===== src/rtl/els_pkg.sv =====
`timescale 1ns/1ps
package els_pkg;
  localparam int unsigned ELS_REGW = 7;
  typedef logic [ELS_REGW-1:0] els_reg_t;
  typedef enum logic {ELS_IDLE = 1'b0, ELS_RUN = 1'b1} els_mode_e;
endpackage


===== src/rtl/els_pick.sv =====
`timescale 1ns/1ps
// Finds the lowest enabled position at or above 'from' and below 'limit'.
module els_pick #(
  parameter int unsigned N  = 8,
  parameter int unsigned SW = 4
) (
  input  logic [N-1:0]  mask,
  input  logic          inv,
  input  logic [SW-1:0] from,
  input  logic [SW-1:0] limit,
  output logic          hit,
  output logic [SW-1:0] pos
);
  logic [N-1:0] eff;

  always_comb begin
    eff = mask ^ {N{inv}};
    hit = 1'b0;
    pos = '0;
    for (int i = N - 1; i >= 0; i--) begin
      if (eff[i] && (SW'(i) >= from) && (SW'(i) < limit)) begin
        hit = 1'b1;
        pos = SW'(i);
      end
    end
  end
endmodule


===== src/rtl/els_regcalc.sv =====
`timescale 1ns/1ps
// Register number = base + element index, wrapping in the register space.
module els_regcalc
  import els_pkg::*;
#(
  parameter int unsigned SW = 4
) (
  input  els_reg_t      base,
  input  logic [SW-1:0] idx,
  output els_reg_t      num
);
  assign num = base + els_reg_t'(idx);
endmodule


===== src/rtl/elem_loop_seq.sv =====
`timescale 1ns/1ps
module elem_loop_seq
  import els_pkg::*;
#(
  parameter int unsigned MAXVL = 8,
  localparam int unsigned SW = $clog2(MAXVL + 1)
) (
  input  logic             clk,
  input  logic             rst_n,
  input  logic             insn_vld,
  input  logic [6:0]       src_base,
  input  logic [6:0]       dst_base,
  input  logic [SW-1:0]    cfg_vl,
  input  logic [MAXVL-1:0] cfg_src_mask,
  input  logic             cfg_src_inv,
  input  logic [MAXVL-1:0] cfg_dst_mask,
  input  logic             cfg_dst_inv,
  input  logic [SW-1:0]    cfg_src_step,
  input  logic [SW-1:0]    cfg_dst_step,
  input  logic             cfg_ff_en,
  input  logic             cfg_ff_incl,
  input  logic             cond_fail,
  input  logic             irq_req,
  output logic             pc_hold,
  output logic             elem_vld,
  output logic [6:0]       elem_src_reg,
  output logic [6:0]       elem_dst_reg,
  output logic             loop_done,
  output logic             loop_paused,
  output logic [SW-1:0]    st_vl,
  output logic [SW-1:0]    st_src_step,
  output logic [SW-1:0]    st_dst_step
);
  localparam int unsigned NSIDE = 2; // index 0 = source, 1 = destination

  // State registers
  els_mode_e                          mode_q, mode_d;
  logic [SW-1:0]                      vl_q, vl_d;
  logic [NSIDE-1:0][SW-1:0]           step_q, step_d;
  logic [NSIDE-1:0][MAXVL-1:0]        mask_q, mask_d;
  logic [NSIDE-1:0]                   inv_q, inv_d;
  logic [NSIDE-1:0][ELS_REGW-1:0]     base_q, base_d;
  logic                               ffen_q, ffen_d;
  logic                               ffincl_q, ffincl_d;

  // Per-side datapath
  logic [NSIDE-1:0]                   hit;
  logic [NSIDE-1:0][SW-1:0]           pos;
  logic [NSIDE-1:0][ELS_REGW-1:0]     regnum;

  for (genvar g = 0; g < NSIDE; g++) begin : g_side
    els_pick #(.N(MAXVL), .SW(SW)) u_pick (
      .mask  (mask_q[g]),
      .inv   (inv_q[g]),
      .from  (step_q[g]),
      .limit (vl_q),
      .hit   (hit[g]),
      .pos   (pos[g])
    );
    els_regcalc #(.SW(SW)) u_reg (
      .base (base_q[g]),
      .idx  (pos[g]),
      .num  (regnum[g])
    );
  end

  // Control decode
  logic running, have_pair, issue, ff_stop, end_empty, accept, clk_en;

  always_comb begin
    running   = (mode_q == ELS_RUN);
    have_pair = &hit;
    end_empty = running & ~have_pair;
    issue     = running & have_pair & ~irq_req;
    ff_stop   = issue & ffen_q & cond_fail;
    accept    = ~running & insn_vld;
    clk_en    = accept | running;
  end

  assign elem_vld     = issue;
  assign loop_done    = end_empty | ff_stop;
  assign loop_paused  = running & have_pair & irq_req;
  assign pc_hold      = accept | (running & ~loop_done & ~loop_paused);
  assign elem_src_reg = regnum[0];
  assign elem_dst_reg = regnum[1];
  assign st_vl        = vl_q;
  assign st_src_step  = step_q[0];
  assign st_dst_step  = step_q[1];

  // Next state
  always_comb begin
    mode_d   = mode_q;
    vl_d     = vl_q;
    step_d   = step_q;
    mask_d   = mask_q;
    inv_d    = inv_q;
    base_d   = base_q;
    ffen_d   = ffen_q;
    ffincl_d = ffincl_q;
    if (accept) begin
      mode_d    = ELS_RUN;
      vl_d      = cfg_vl;
      step_d[0] = cfg_src_step;
      step_d[1] = cfg_dst_step;
      mask_d[0] = cfg_src_mask;
      mask_d[1] = cfg_dst_mask;
      inv_d     = {cfg_dst_inv, cfg_src_inv};
      base_d[0] = src_base;
      base_d[1] = dst_base;
      ffen_d    = cfg_ff_en;
      ffincl_d  = cfg_ff_incl;
    end else if (running) begin
      if (loop_done) begin
        mode_d = ELS_IDLE;
        step_d = '0;
        if (ff_stop) vl_d = pos[1] + SW'(ffincl_q);
      end else if (loop_paused) begin
        mode_d = ELS_IDLE;
        step_d = pos;
      end else begin
        for (int g = 0; g < NSIDE; g++) step_d[g] = pos[g] + SW'(1);
      end
    end
  end

  // Registers with explicit clock enable
  always_ff @(posedge clk or negedge rst_n) begin
    if (!rst_n) begin
      mode_q   <= ELS_IDLE;
      vl_q     <= '0;
      step_q   <= '0;
      mask_q   <= '0;
      inv_q    <= '0;
      base_q   <= '0;
      ffen_q   <= 1'b0;
      ffincl_q <= 1'b0;
    end else if (clk_en) begin
      mode_q   <= mode_d;
      vl_q     <= vl_d;
      step_q   <= step_d;
      mask_q   <= mask_d;
      inv_q    <= inv_d;
      base_q   <= base_d;
      ffen_q   <= ffen_d;
      ffincl_q <= ffincl_d;
    end
  end

  // Assertions
  a_r2_start_needs_insn: assert property (@(posedge clk) disable iff (!rst_n)
    (mode_q == ELS_RUN && $past(mode_q) == ELS_IDLE) |-> $past(insn_vld));

  a_r4_pick_in_range: assert property (@(posedge clk) disable iff (!rst_n)
    elem_vld |-> (pos[0] < vl_q && pos[1] < vl_q));

  a_r4_steps_advance: assert property (@(posedge clk) disable iff (!rst_n)
    (elem_vld && !loop_done) |=> (st_src_step > $past(st_src_step)) &&
                                 (st_dst_step > $past(st_dst_step)));

  a_r6_quiet_after_done: assert property (@(posedge clk) disable iff (!rst_n)
    loop_done |=> !elem_vld);

  a_r7_ff_shortens: assert property (@(posedge clk) disable iff (!rst_n)
    (elem_vld && loop_done) |=> (st_vl <= $past(vl_q)));

  a_r8_pause_exclusive: assert property (@(posedge clk) disable iff (!rst_n)
    loop_paused |-> (!elem_vld && !loop_done));
endmodule


===== config.mk =====
export PLATFORM = sky130hd
export DESIGN_NAME = elem_loop_seq
export DESIGN_NICKNAME = d
export VERILOG_FILES = /design/src/rtl/els_pkg.sv /design/src/rtl/els_pick.sv /design/src/rtl/els_regcalc.sv /design/src/rtl/elem_loop_seq.sv
export SDC_FILE = /design/constraint.sdc
export NUM_CORES = 1
export LEC_CHECK = 0
export CAP_MARGIN = 0
export CORE_MARGIN = 3
export CORE_UTILIZATION = 55
export DETAILED_ROUTE_END_ITERATION = 10
export DONT_BUFFER_PORTS = 1
export PLACE_DENSITY_LB_ADDON = 0.08
export SETUP_SLACK_MARGIN = 0.5
export SYNTH_ARGS = -nofsm -noshare
export SYNTH_HDL_FRONTEND = slang
export SYNTH_SLANG_ARGS = --single-unit

===== constraint.sdc =====
create_clock -name clk -period 9.45 [get_ports clk]
set_clock_uncertainty 0.1 [all_clocks]
set_input_delay 1.4175 -clock clk [delete_from_list [all_inputs] [get_ports clk]]
set_output_delay 1.4175 -clock clk [all_outputs]
set_load 0.01 [all_outputs]

==> flow_summary_export.csv <==
group,metric,value,unit
status,status,"finished, final reports clean",
placement,dpl_cell_area,3050,µm²
routing,dr.pass1.iters,4,
global_route,use_met2,0.392,
cells_and_area,drive_above_1_share,0.0534,
power_and_ir_drop,ir_drop,0.345,mV
sta,tns,0,ns
synthesis,yosysMostFrequentCell,"nand2_1",
clocking,root_buffer,"clkbuf_8",
global_route,grt_pass1_vias,2488,
clocking,numCtsBuffers,5,
setup_path,crit_family,"simple AND/OR/NAND/NOR gates",
floorplanning,die_x,80.2,µm
sta,hold_viol_final,0,
routing,drt_iter0_markers,159,
routing,drcViolationCount,0,
clocking,cts_tree,"yes",
synthesis,ys_seq_area_frac,0.389,
job,maxCapViolations,0,
synthesis,synth_cells,365,
setup_path,reg2reg_slack,6.45,ns
floorplanning,die-area,6430,µm²
synthesis,synth-seq-cells,47,
routing,antenna_left,0,
cells_and_area,fin_nets,418,
clocking,htreeDepth,2,
synthesis,synth_edf_count,0,
clocking,ctsLongestPathBuffers,2,
cells_and_area,antenna_cells,0,
synthesis,synth_top_area_share,0.389,
cells_and_area,fin_util,0.604,
floorplanning,fp-row-count,26,
sta,timing.final.crit_share,0.545,
routing,routed_via_density,5.82,
sta,whs,0.397,ns
setup_path,start_kind,"register",
sta,drv_slew,0,
synthesis,yosys_warnings,0,
synthesis,yosysTopAreaCell,"dfrtp_1",
global_route,grt.busiest_layer,"met2",
power_and_ir_drop,leakagePower,1.51,nW
synthesis,synth_nets,428,
clocking,cts_setup_buffers,0,
synthesis,synth_area_leaders,"dfrtp_1 (39%), nand2_1 (15%), xnor2_1 (4.3%)",
power_and_ir_drop,power_density,487,nW/µm²
setup_path,worst-path-buf-inv,1,
cells_and_area,stdcell_area,3140,µm²
setup_path,endpoint_kind,"output pin",
cells_and_area,area_growth,3.89,%
clocking,insertion_delay,0.30,ns
floorplanning,floorplan.initialDensity,0.581,
placement,dpl.hpwl,5310,µm
min_path,hold_path_class,"register to register",
clocking,clock_sinks,47,
setup_path,slowest_stage,"dfrtp_1",
floorplanning,io_pins,81,
global_route,grtUsageMet1,0.320,
setup_path,max_stage_delay,0.67,ns
sta,relSlewSlack,0.550,
cells_and_area,fillers,492,
setup_path,crit_path_cell_trace,"nor2_1, or4_1, a31oi_1, a21oi_1, o22ai_1, ha_1, inv_1, fa_1, nor2b_1, o2111ai_1, xnor2_1",
floorplanning,core,5200,µm²
sta,rsz0062_at_grt,"no",
placement,gp_congestion,0.925,
floorplanning,die_y,80.2,µm
sta,setup_viol,0,
global_route,overflow,0,
setup_path,crit_type,"register to output pin",
routing,post_drt_wl_per_cell,17.2,µm
sta,max_freq,0.194,GHz
synthesis,ys.flop_type,"dfrtp_1",
setup_path,required,7.93,ns
global_route,antenna_found_initial,0,
synthesis,synth_area,3030,µm²
synthesis,syn_area_per_cell,8.29,µm²
sta,min_period,5.15,ns
routing,via_count,2478,
clocking,ctsHoldBuffers,0,
synthesis,yosys-top-cells-count,"nand2_1 (117), dfrtp_1 (47), nor2_1 (17)",
global_route,grt_start_max_net_pins,48,
global_route,grt_pass1_wl,12100,µm
clocking,clk_pin_slew_worst_paths,0.10,ns
clocking,cts.repair.resized,0,
placement,port_buffers,0,
setup_path,worstPathArrival,3.63,ns
setup_path,crit_fanout,14,
synthesis,ys_async_sr_fraction,1.00,
synthesis,synth_cell_types,51,
sta,worstMarginPinSlew,0.671,ns
global_route,met3_usage,0.0673,
global_route,grt_usage,0.240,
routing,routed_wirelength,7330,µm
power_and_ir_drop,finalPower,1.53,mW
[kinds of logic (layout without fill, tap and decap cells)]
group | Yosys count | after routing | synth area share
xor gates and xnor gates | 28 | 28 | 0.0810
muxes | 9 | 9 | 0.0302
adders and majority gates | 12 | 12 | 0.0546
buffers and inverters | 28 | 19 | 0.0389
AOI/OAI and AO/OA | 67 | 67 | 0.158
DFF | 47 | 47 | 0.389
and+or+nand+nor | 174 | 174 | 0.249
[registers in the layout, indices dropped and copies added, names as in the netlist]
signal       count
st_src_step      4
st_vl            4
base_q          14
ffincl_q         1
mode_q           1
ffen_q           1
st_dst_step      4
inv_q            2
mask_q          16
[stage by stage]
| stage | instances | setup WS (ns) |
|---|---|---|
| after detailed placement | 418 | 4.67 |
| after CTS | 426 | 4.31 |
| after global placement | 418 | 4.75 |
| after global routing | 426 | 4.06 |
| final | 426 | 4.30 |
| after floorplan | 365 | 4.99 |
[layout make-up]
class,instances,area [µm²],area share
Timing Repair Buffer,2,15.0,0.00478
Clock inverter,3,27.5,0.00875
Multi-Input combinational cell,290,1740,0.552
Tap cell,70,87.6,0.0279
Sequential cell,47,1180,0.374
Inverter,9,33.8,0.0107
Clock buffer,5,68.8,0.0219
[per-layer routing]
layer / part of all wire / vias up
met2: 0.48 / 89
met4: 0.0042 / 0
met5: 0 / -
met1: 0.44 / 1153
met3: 0.076 / 4
li1: - / 1232
[where the power goes]
group          internal [mW]  leakage [nW]  total [mW]  switching, mW
Clock                 0.0550        0.0467       0.133         0.0783
Sequential             0.293         0.582       0.446          0.153
Combinational          0.385         0.886       0.951          0.567
Total                  0.732          1.51        1.53          0.798
[worst paths after layout]
| check | start | endpoint | cells past startpoint |
|---|---|---|---|
| max in group asynchronous | rst_n | mode_q$_DFFE_PN0P_ | 0 |
| hold reg to reg | base_q[7]$_DFFE_PN0P_ | base_q[7]$_DFFE_PN0P_ | 2 |
| setup reg to reg | st_vl[3]$_DFFE_PN0P_ | st_src_step[2]$_DFFE_PN0P_ | 10 |
| setup / recovery | st_vl[3]$_DFFE_PN0P_ | elem_src_reg[6] | 11 |
| min in group asynchronous | rst_n | st_vl[1]$_DFFE_PN0P_ | 0 |
| hold / removal | base_q[7]$_DFFE_PN0P_ | base_q[7]$_DFFE_PN0P_ | 2 |
[worst reg2reg max path, delay by kind of cell (launching register included)]
| family | cells | cell delay [ns] |
|---|---|---|
| AO/OA/AOI/OAI | 4 | 0.83 |
| AND/OR/NAND/NOR | 4 | 0.80 |
| flip-flops | 1 | 0.67 |
| multiplexers | 1 | 0.26 |
| adder cells (fa/ha/maj) | 1 | 0.24 |
[cell usage in the layout, fill, tap and decap left out, types with 3 or more instances in the layout]
master and n:
o22ai_1 5, nor3_1 6, and3_1 7, a211oi_1 3, dfrtp_1 47, inv_1 9
nor4_1 3, mux2i_1 8, xnor2_1 15, a31oi_1 6, nor2b_1 4, nand3_1 8
nor2_1 17, nand2_1 117, xor2_1 13, o21a_1 3, clkbuf_8 5, o211ai_1 5
o21ai_0 11, ha_1 10, a21oi_1 13
(Power assumes the default switching activity.)
